<file path="src/rtl/thr_pkg.sv">
package thr_pkg;
  localparam int CODE_W  = 12;
  localparam int NUM_LIM = 3;
  localparam int ADDR_W  = 8;
  localparam int DATA_W  = 32;
  localparam int FLAG_W  = 2 * NUM_LIM;

  localparam logic [ADDR_W-1:0] ADR_EVT   = 8'h04;
  localparam logic [ADDR_W-1:0] ADR_MASK  = 8'h08;
  localparam logic [ADDR_W-1:0] ADR_ICFG  = 8'h0C;
  localparam logic [ADDR_W-1:0] ADR_ENA   = 8'h10;
  localparam logic [ADDR_W-1:0] ADR_LIM0  = 8'h14;
  localparam logic [ADDR_W-1:0] ADR_CTRL  = 8'h20;
  localparam logic [ADDR_W-1:0] ADR_CODE  = 8'h28;

  localparam int CTRL_PD_BIT  = 6;
  localparam int CTRL_RUN_BIT = 0;
endpackage

</file>
<file path="src/rtl/thr_compare.sv">
module thr_compare
  import thr_pkg::*;
#(
  parameter int CW = CODE_W,
  parameter int NL = NUM_LIM
) (
  input  logic [CW-1:0]         code_i,
  input  logic [NL-1:0][CW-1:0] lim_i,
  output logic [NL-1:0]         above_o,
  output logic [NL-1:0]         below_o
);
  for (genvar k = 0; k < NL; k++) begin : g_lim
    assign above_o[k] = (code_i >= lim_i[k]);
    assign below_o[k] = (code_i <  lim_i[k]);
  end
endmodule

</file>
<file path="src/rtl/thr_regfile.sv">
module thr_regfile
  import thr_pkg::*;
#(
  parameter int CW = CODE_W,
  parameter int NL = NUM_LIM,
  parameter int AW = ADDR_W,
  parameter int DW = DATA_W
) (
  input  logic                  clk,
  input  logic                  rst_n,
  input  logic                  wr_i,
  input  logic [AW-1:0]         addr_i,
  input  logic [DW-1:0]         wdata_i,
  output logic [DW-1:0]         rdata_o,
  input  logic [2*NL-1:0]       evt_i,
  input  logic [CW-1:0]         code_i,
  output logic [NL-1:0][CW-1:0] lim_o,
  output logic [2*NL-1:0]       ena_o,
  output logic [2*NL-1:0]       mask_o,
  output logic                  pd_o,
  output logic                  run_o,
  output logic                  evt_wr_o,
  output logic [2*NL-1:0]       evt_wdata_o
);
  localparam int FW = 2 * NL;

  logic [FW-1:0]         mask_q, ena_q, icfg_q;
  logic [NL-1:0][CW-1:0] lim_q;
  logic                  pd_q, run_q;

  logic                  wr_mask, wr_ena, wr_icfg, wr_ctrl;
  logic [NL-1:0]         wr_lim;
  logic                  addr_hit;

  always_comb begin
    wr_mask = wr_i && (addr_i == ADR_MASK);
    wr_ena  = wr_i && (addr_i == ADR_ENA);
    wr_icfg = wr_i && (addr_i == ADR_ICFG);
    wr_ctrl = wr_i && (addr_i == ADR_CTRL);
    for (int k = 0; k < NL; k++)
      wr_lim[k] = wr_i && (addr_i == AW'(ADR_LIM0 + 4 * k));
    addr_hit = (addr_i == ADR_MASK) || (addr_i == ADR_ENA) ||
               (addr_i == ADR_ICFG) || (addr_i == ADR_CTRL) ||
               (addr_i == ADR_EVT);
    for (int k = 0; k < NL; k++)
      if (addr_i == AW'(ADR_LIM0 + 4 * k)) addr_hit = 1'b1;
  end

  always_ff @(posedge clk or negedge rst_n) begin
    if (!rst_n) begin
      mask_q <= '0;
      ena_q  <= '0;
      icfg_q <= '0;
      pd_q   <= 1'b1;
      run_q  <= 1'b0;
    end else begin
      if (wr_mask) mask_q <= wdata_i[FW-1:0];
      if (wr_ena)  ena_q  <= wdata_i[FW-1:0];
      if (wr_icfg) icfg_q <= wdata_i[FW-1:0];
      if (wr_ctrl) begin
        pd_q  <= wdata_i[CTRL_PD_BIT];
        run_q <= wdata_i[CTRL_RUN_BIT];
      end
    end
  end

  for (genvar k = 0; k < NL; k++) begin : g_lim
    always_ff @(posedge clk or negedge rst_n) begin
      if (!rst_n)         lim_q[k] <= '0;
      else if (wr_lim[k]) lim_q[k] <= wdata_i[CW-1:0];
    end
  end

  always_comb begin
    rdata_o = '0;
    unique case (addr_i)
      ADR_EVT:  rdata_o[FW-1:0] = evt_i;
      ADR_MASK: rdata_o[FW-1:0] = mask_q;
      ADR_ICFG: rdata_o[FW-1:0] = icfg_q;
      ADR_ENA:  rdata_o[FW-1:0] = ena_q;
      ADR_CTRL: begin
        rdata_o[CTRL_PD_BIT]  = pd_q;
        rdata_o[CTRL_RUN_BIT] = run_q;
      end
      ADR_CODE: rdata_o[CW-1:0] = code_i;
      default:  rdata_o = '0;
    endcase
    for (int k = 0; k < NL; k++)
      if (addr_i == AW'(ADR_LIM0 + 4 * k)) rdata_o[CW-1:0] = lim_q[k];
  end

  assign lim_o       = lim_q;
  assign ena_o       = ena_q;
  assign mask_o      = mask_q;
  assign pd_o        = pd_q;
  assign run_o       = run_q;
  assign evt_wr_o    = wr_i && (addr_i == ADR_EVT);
  assign evt_wdata_o = wdata_i[FW-1:0];

  // writes that hit no register leave the configuration untouched
  a_r8_reserved_ignored: assert property (@(posedge clk) disable iff (!rst_n)
    (wr_i && !addr_hit) |=> ($stable(mask_q) && $stable(ena_q) && $stable(icfg_q) &&
                             $stable(lim_q) && $stable(pd_q) && $stable(run_q)));

  // control bits change only through a write to the control offset
  a_r2_ctrl_write_only: assert property (@(posedge clk) disable iff (!rst_n)
    !(wr_i && addr_i == ADR_CTRL) |=> ($stable(pd_q) && $stable(run_q)));
endmodule

</file>
<file path="src/rtl/thr_event.sv">
module thr_event
  import thr_pkg::*;
#(
  parameter int CW = CODE_W,
  parameter int NL = NUM_LIM
) (
  input  logic            clk,
  input  logic            rst_n,
  input  logic            pd_i,
  input  logic            run_i,
  input  logic            vld_i,
  input  logic [CW-1:0]   code_i,
  input  logic [NL-1:0]   above_i,
  input  logic [NL-1:0]   below_i,
  input  logic            evt_wr_i,
  input  logic [2*NL-1:0] evt_wdata_i,
  input  logic [2*NL-1:0] ena_i,
  input  logic [2*NL-1:0] mask_i,
  output logic [CW-1:0]   code_o,
  output logic [2*NL-1:0] evt_o,
  output logic            irq_o
);
  localparam int FW = 2 * NL;

  logic          accept;
  logic [CW-1:0] code_q;
  logic [FW-1:0] evt_q, evt_d, evt_set, evt_keep;
  logic          irq_q, irq_d;

  always_comb begin
    accept   = vld_i && run_i && !pd_i;
    evt_set  = accept ? {below_i, above_i} : '0;
    evt_keep = evt_wr_i ? (evt_q & evt_wdata_i) : evt_q;
    evt_d    = evt_keep | evt_set;
    irq_d    = |(evt_q & ena_i & mask_i);
  end

  always_ff @(posedge clk or negedge rst_n) begin
    if (!rst_n) begin
      code_q <= '0;
      evt_q  <= '0;
      irq_q  <= 1'b0;
    end else begin
      if (accept) code_q <= code_i;
      if (accept || evt_wr_i) evt_q <= evt_d;
      irq_q <= irq_d;
    end
  end

  assign code_o = code_q;
  assign evt_o  = evt_q;
  assign irq_o  = irq_q;

  // the code register holds while no sample is accepted
  a_r3_code_hold: assert property (@(posedge clk) disable iff (!rst_n)
    !(vld_i && run_i && !pd_i) |=> $stable(code_q));

  // an accepted sample is captured on the next edge
  a_r3_code_capture: assert property (@(posedge clk) disable iff (!rst_n)
    (vld_i && run_i && !pd_i) |=> (code_q == $past(code_i)));

  // without a status write, no flag ever drops
  a_r6_sticky: assert property (@(posedge clk) disable iff (!rst_n)
    !evt_wr_i |=> ((evt_q & $past(evt_q)) == $past(evt_q)));

  // a qualified pending flag raises the interrupt one cycle later
  a_r7_irq_rise: assert property (@(posedge clk) disable iff (!rst_n)
    (|(evt_q & ena_i & mask_i)) |=> irq_q);

  // no pending flag means no interrupt on the following cycle
  a_r7_irq_quiet: assert property (@(posedge clk) disable iff (!rst_n)
    (evt_q == '0) |=> !irq_q);
endmodule

</file>
<file path="src/rtl/thermal_alert_ctrl.sv">
module thermal_alert_ctrl
  import thr_pkg::*;
(
  input  logic              clk,
  input  logic              rst_n,
  input  logic              bus_wr_i,
  input  logic [ADDR_W-1:0] bus_addr_i,
  input  logic [DATA_W-1:0] bus_wdata_i,
  output logic [DATA_W-1:0] bus_rdata_o,
  input  logic              sample_vld_i,
  input  logic [CODE_W-1:0] sample_code_i,
  output logic              irq_o
);
  localparam int FW = 2 * NUM_LIM;

  logic [1:0] rst_sync;
  logic       core_rst_n;

  always_ff @(posedge clk or negedge rst_n) begin
    if (!rst_n) rst_sync <= 2'b00;
    else        rst_sync <= {rst_sync[0], 1'b1};
  end
  assign core_rst_n = rst_sync[1];

  logic [NUM_LIM-1:0][CODE_W-1:0] lim;
  logic [FW-1:0]                  ena, mask, evt, evt_wdata;
  logic                           pd, run, evt_wr;
  logic [NUM_LIM-1:0]             above, below;
  logic [CODE_W-1:0]              code;

  thr_regfile u_regs (
    .clk         (clk),
    .rst_n       (core_rst_n),
    .wr_i        (bus_wr_i),
    .addr_i      (bus_addr_i),
    .wdata_i     (bus_wdata_i),
    .rdata_o     (bus_rdata_o),
    .evt_i       (evt),
    .code_i      (code),
    .lim_o       (lim),
    .ena_o       (ena),
    .mask_o      (mask),
    .pd_o        (pd),
    .run_o       (run),
    .evt_wr_o    (evt_wr),
    .evt_wdata_o (evt_wdata)
  );

  thr_compare u_cmp (
    .code_i  (sample_code_i),
    .lim_i   (lim),
    .above_o (above),
    .below_o (below)
  );

  thr_event u_evt (
    .clk         (clk),
    .rst_n       (core_rst_n),
    .pd_i        (pd),
    .run_i       (run),
    .vld_i       (sample_vld_i),
    .code_i      (sample_code_i),
    .above_i     (above),
    .below_i     (below),
    .evt_wr_i    (evt_wr),
    .evt_wdata_i (evt_wdata),
    .ena_i       (ena),
    .mask_i      (mask),
    .code_o      (code),
    .evt_o       (evt),
    .irq_o       (irq_o)
  );
endmodule

</file>
<file path="config.mk">
export PLATFORM = sky130hd
export DESIGN_NAME = thermal_alert_ctrl
export DESIGN_NICKNAME = d
export VERILOG_FILES = /design/src/rtl/thr_pkg.sv /design/src/rtl/thr_compare.sv /design/src/rtl/thr_regfile.sv /design/src/rtl/thr_event.sv /design/src/rtl/thermal_alert_ctrl.sv
export SDC_FILE = /design/constraint.sdc
export NUM_CORES = 1
export LEC_CHECK = 0
export ABC_AREA = 1
export BUFFER_PORTS_ARGS = -buffer_cell sky130_fd_sc_hd__buf_2
export CORE_MARGIN = 10
export CORE_UTILIZATION = 56
export DETAILED_ROUTE_END_ITERATION = 16
export PLACE_DENSITY = 0.91
export SETUP_SLACK_MARGIN = 0.4
export SYNTH_ARGS = -nofsm -noshare
export SYNTH_HDL_FRONTEND = slang
export SYNTH_SLANG_ARGS = --single-unit
</file>
<file path="constraint.sdc">
create_clock -name clk -period 2.83 [get_ports clk]
set_input_delay 0.283 -clock clk [delete_from_list [all_inputs] [get_ports clk]]
set_output_delay 0.283 -clock clk [all_outputs]
set_load 0.02 [all_outputs]
</file>
After elaboration in Yosys (flattened, before gate mapping). Index checks and enable logic that the tools add are counted.

Add/subtract/negate cells: 0. Multiply operators: 0. Divide/modulo/power cells: 0. Magnitude comparators: 6. Equality and inequality tests: 9. Shift operators: 0. Muxes and demuxes: 9. Bitwise logic cells: 4. Reduce and logical (&&, ||, !) cells: 13.

Operators with widths (number): >= comparator 12 bit (3); < comparator 12 bit (3); 2-to-1 mux 12 bit (3); equality test 8 x 5 -> 1 bit, second input constant (4); one-hot mux 5 bit (5 select lines) (1); bitwise AND 6 bit (3); equality test 8 x 4 -> 1 bit, second input constant (2); equality test 8 x 6 -> 1 bit, second input constant (2); 2-to-1 mux 6 bit (2); logical AND 1 bit (10); equality test 8 x 3 -> 1 bit, second input constant (1); bitwise OR 6 bit (1); one-hot mux 1 bit (6 select lines) (1); OR reduction 6 bit (1); 2-to-1 mux 5 bit (1); one-hot mux 1 bit (2 select lines) (1); logical NOT 1 bit (1); logical OR 1 bit (1).

Register bits: 77. Bits in latches: 0. Bits in writable memories: 0. Bits in read-only memories: 0. Input port bits: 56. Output and inout port bits: 33. Logic and storage cells: 53. Memories kept: 0.

Logic depth before layout (Yosys ltp).
Depth after elaboration: 5. Gate-level depth with buffers: 10. Mapped depth without buffers: 10.

Modules after synthesis. Synthesis repeated with hierarchy kept, for this count alone.

Cells, all modules: 665. Area total of the unflattened synthesis: 5260.0 µm².

Modules (own cells, without submodules): thr_regfile (times used 1, cells each 379, area each 3201.8 µm², sequential area each 1402.6 µm²); thr_compare (times used 1, cells each 193, area each 1088.5 µm², sequential area each 0.0 µm²); thr_event (times used 1, cells each 90, area each 915.9 µm², sequential area each 475.5 µm²); thermal_alert_ctrl (times used 1, cells each 3, area each 53.8 µm², sequential area each 50.0 µm²).

Worst setup path after synthesis. No wires, ideal clock.

Path type: input to output. From: input port bus_addr_i[7]. To: output port bus_rdata_o[10]. Arrival time: 1.139 ns. Data required time: 2.547 ns. Slack: 1.408 ns. Stages on the path: 6. Path buffers: 1. Path through: nor2_2 nand3_1 nor2_2 buf_2 nand2_1 o2111ai_1.

Longest elaborated chain between the ends: 5. Elaborated cells between the ends (all ways): 8. Classes of those cells: eq/ne (4); mux (4).

Ends and longest elaborated chain: start: declaration (RTL line thermal_alert_ctrl.sv:7) `input logic [ADDR_W-1:0] bus_addr_i,`; equality test 8 x 6 -> 1 bit (RTL line thr_regfile.sv:76) `unique case (addr_i)`; 2-to-1 mux 5 bit (RTL line thr_regfile.sv:76); 2-to-1 mux 12 bit (2 in a row) (RTL line thr_regfile.sv:89) `if (addr_i == AW'(ADR_LIM0 + 4 * k)) rdata_o[CW-1:0] = lim_q[k];`; 2-to-1 mux 12 bit * (RTL line thr_regfile.sv:89); end: declaration (RTL line thermal_alert_ctrl.sv:9) `output logic [DATA_W-1:0] bus_rdata_o,`.

Mark *: on every way between the ends. The rest lies on a longest branch, timed or not.

Final worst setup path.
From: input port bus_addr_i[4]. To: output port bus_rdata_o[2].

Longest elaborated chain between the ends: 5. Elaborated cells between the ends (all ways): 12. Classes of those cells: eq/ne (8); mux (4).

Ends and longest elaborated chain (RTL line): equality test 8 x 6 -> 1 bit (tied with other cells) (thr_regfile.sv:76); one-hot mux 5 bit (5 select lines) (thr_regfile.sv:76); 2-to-1 mux 12 bit (2 in a row) (thr_regfile.sv:89); 2-to-1 mux 12 bit * (thr_regfile.sv:89).

Marks and branches as above.

==> flow_metrics.tcl <==
set metrics [dict create \
    path_max_fanout 15 \
    synthXorXnorAreaFrac_pct 0 \
    grt_pass1_vias 4371 \
    final_common_cell "nand2_1" \
    cts_root_buffer "clkbuf_8" \
    netlist_area_mm2 0.004805 \
    required_ns 2.55 \
    cts_tree "yes" \
    start_util_pct 57.89 \
    drt_iter0_drc 352 \
    crit_arrival_ns 1.81 \
    setup_viol 0 \
    power.density_mw_per_mm2 479.0 \
    power.total_mw 2.495 \
    synth_area_per_cell_um2 7.994 \
    clkSinkCount 77 \
    syn_inst 601 \
    ir_drop_uv 356.2 \
    viasPerCell 5.644 \
    final_cell_mix "nand2_1, dfrtp_1, inv_1, nand3_1, buf_2" \
    cp-end-kind "primary output" \
    io_pins 89 \
    yosysWarnings 0 \
    drcViolationCount 0 \
    dpl.cell_count 739 \
    clk_latency_ns 0.36 \
    wl_per_cell_um 16.29 \
    wl_um 12320 \
    leakagePower_nw 2.595 \
    postLayoutCoreUtil_pct 62.76 \
    worst-slew-pin-transition_ns 0.7816 \
    cp-start-kind "input pin" \
    cts_buffer_depth 2 \
    timing.fmax_mhz 477.3 \
    path_clk_slew_ns 0.09 \
    drv_slew 0 \
    postCtsSetupBuffers 0 \
    ant_nets 0 \
    htree_levels 3 \
    clock-skew-final_ns 0.01178 \
    hpwlAfterDp_um 9284 \
    nFillCells 694 \
    area_growth_pct 8.412 \
    grt-ovfl-total 0 \
    grt_start_max_net_pins 50 \
    synth_flop_cell "dfrtp_1" \
    num_rows 33 \
    max_cap_violations 0 \
    synthArstFlopShare_pct 100.0 \
    antenna_found_initial 0 \
    drive_above_1_share_pct 19.05 \
    synth_compound_area_share_pct 12.08 \
    ys_types 28 \
    min_period_over_period_pct 74.03 \
    finalHoldViolations 0 \
    synth_top_family_by_area "simple AND/OR/NAND/NOR gates" \
    path_class "input pin to primary output" \
    post-route-min-period_ns 2.095 \
    slew_headroom_pct 47.84 \
    via_count 4267 \
    ys_seq_area_share_pct 40.13 \
    worst_slack_ns 0.7349 \
    hold_class "input pin to register" \
    synth_edf_count 0 \
    cts_buffers 9 \
    finalNonFillerCells 756 \
    grt.total_usage_pct 19.66 \
    portBuffers 48 \
    grt_pass1_wl_um 20770 \
    synth_mux_area_share_pct 0 \
    dr.pass1.iters 6 \
    insertedDiodeCount 0 \
    setup-tns-final_ns 0 \
    status "completed" \
    fin_nets 738 \
    synthAdderAreaFrac_pct 9.375 \
    die-area_mm2 0.01268 \
    core_mm2 0.008299 \
    die_y_um 112.6 \
    rsz0062_at_grt "no" \
    die_x_um 112.6 \
    globalplace.congestion 0.8838 \
    ys_ff_latch 77 \
    yosys.area_share.simple_pct 27.14 \
    dpl_worst_slack_ns 0.7626 \
]
Yosys cell counts, types with 2 or more instances:
cell type	count	area, um2
nand4_1	16	100.1
nor2_4	4	45.04
inv_2	3	11.26
nand3_1	55	275.3
buf_2	8	40.04
nand2_1	174	653.1
nor2_2	6	37.54
o21bai_1	3	22.52
buf_4	22	165.2
nor2_1	19	71.32
inv_1	62	232.7
nand2_4	3	33.78
ha_1	36	450.4
o21ai_2	24	210.2
nand2_2	14	87.58
dfrtp_1	76	1902
a21oi_1	13	65.06
o2111ai_1	5	43.79
conb_1	2	7.510
o21a_1	3	22.52
o21ai_1	28	140.1
o21ai_0	14	70.07
buf_6	6	67.56
timing repair:
action / CTS / global route
hold buffers: 1 / 0
hold endpoints to repair: 2 / 0
resized for setup: 0 / 0
flip-flops by register name (all words and copies together) (netlist names):
name           cells
u_regs.icfg_q      6
u_evt.irq_o        1
rst_sync           2
u_regs.lim_o      36
u_regs.mask_o      6
u_regs.run_o       1
u_regs.pd_o        1
u_evt.evt_o        6
u_evt.code_o      12
u_regs.ena_o       6
area by class of cell:
cell class / instances / area [um2] / share of cell area [%]
Tap cell: 105 / 131.4 / 2.522
Clock inverter: 6 / 63.81 / 1.225
Multi-Input combinational cell: 439 / 2414 / 46.34
Clock buffer: 10 / 127.6 / 2.450
Timing Repair Buffer: 52 / 285.3 / 5.477
Sequential cell: 77 / 1929 / 37.04
Inverter: 67 / 257.7 / 4.948
routing by layer:
metal,vias up,part of all wire [%],global-route usage [%]
met4,0,2.8,9.645
met2,223,48,31.91
met3,31,10,5.325
met5,-,0,0
li1,2014,-,-
met1,1999,39,23.50
cell families after synthesis:
| kind of cell | Yosys count |
|---|---|
| AND/OR/NAND/NOR | 291 |
| flip-flops | 77 |
| other | 2 |
| buffers and inverters | 104 |
| adder cells (fa/ha/maj) | 36 |
| AO/OA/AOI/OAI | 91 |
worst paths after layout:
check | start | endpoint | slack, ns | cells after the start
hold reg to reg | rst_sync[1] | u_regs.ena_o[1] | 0.29 | 0
min in group asynchronous | rst_n | rst_sync[0] | 0.22 | 2
setup / recovery | bus_addr_i[4] | bus_rdata_o[2] | 0.73 | 9
hold / removal | bus_wdata_i[3] | u_evt.evt_o[3] | 0.19 | 3
max in group asynchronous | rst_sync[1] | u_regs.pd_o | 1.82 | 1
setup reg to reg | u_regs.lim_o[23] | u_evt.evt_o[1] | 1.28 | 7
critical path: stages:
cell,delay [ns]
buf_2,0.12
inv_1,0.08
nand2_1,0.06
nor2_2,0.62
nand3_1,0.16
nand3_1,0.15
nor2_1,0.07
nand4_1,0.08
buf_2,0.18
through the flow:
step / cell area, um2 / hold slack, ns
final: 5209 / 0.1879
after floorplan: 4876 / -0.01259
after global placement: 5007 / 0.06779
after global routing: 5209 / 0.1958
after detailed placement: 5007 / 0.07122
after CTS: 5209 / 0.1753
where the power goes:
part           switching [mW]  leakage, nW  internal (mW)
clock network           0.421       0.0927          0.408
logic                   0.239         1.46          0.135
registers              0.0833         1.04           1.21
total                   0.743         2.60           1.75
(Power assumes the default switching activity.)
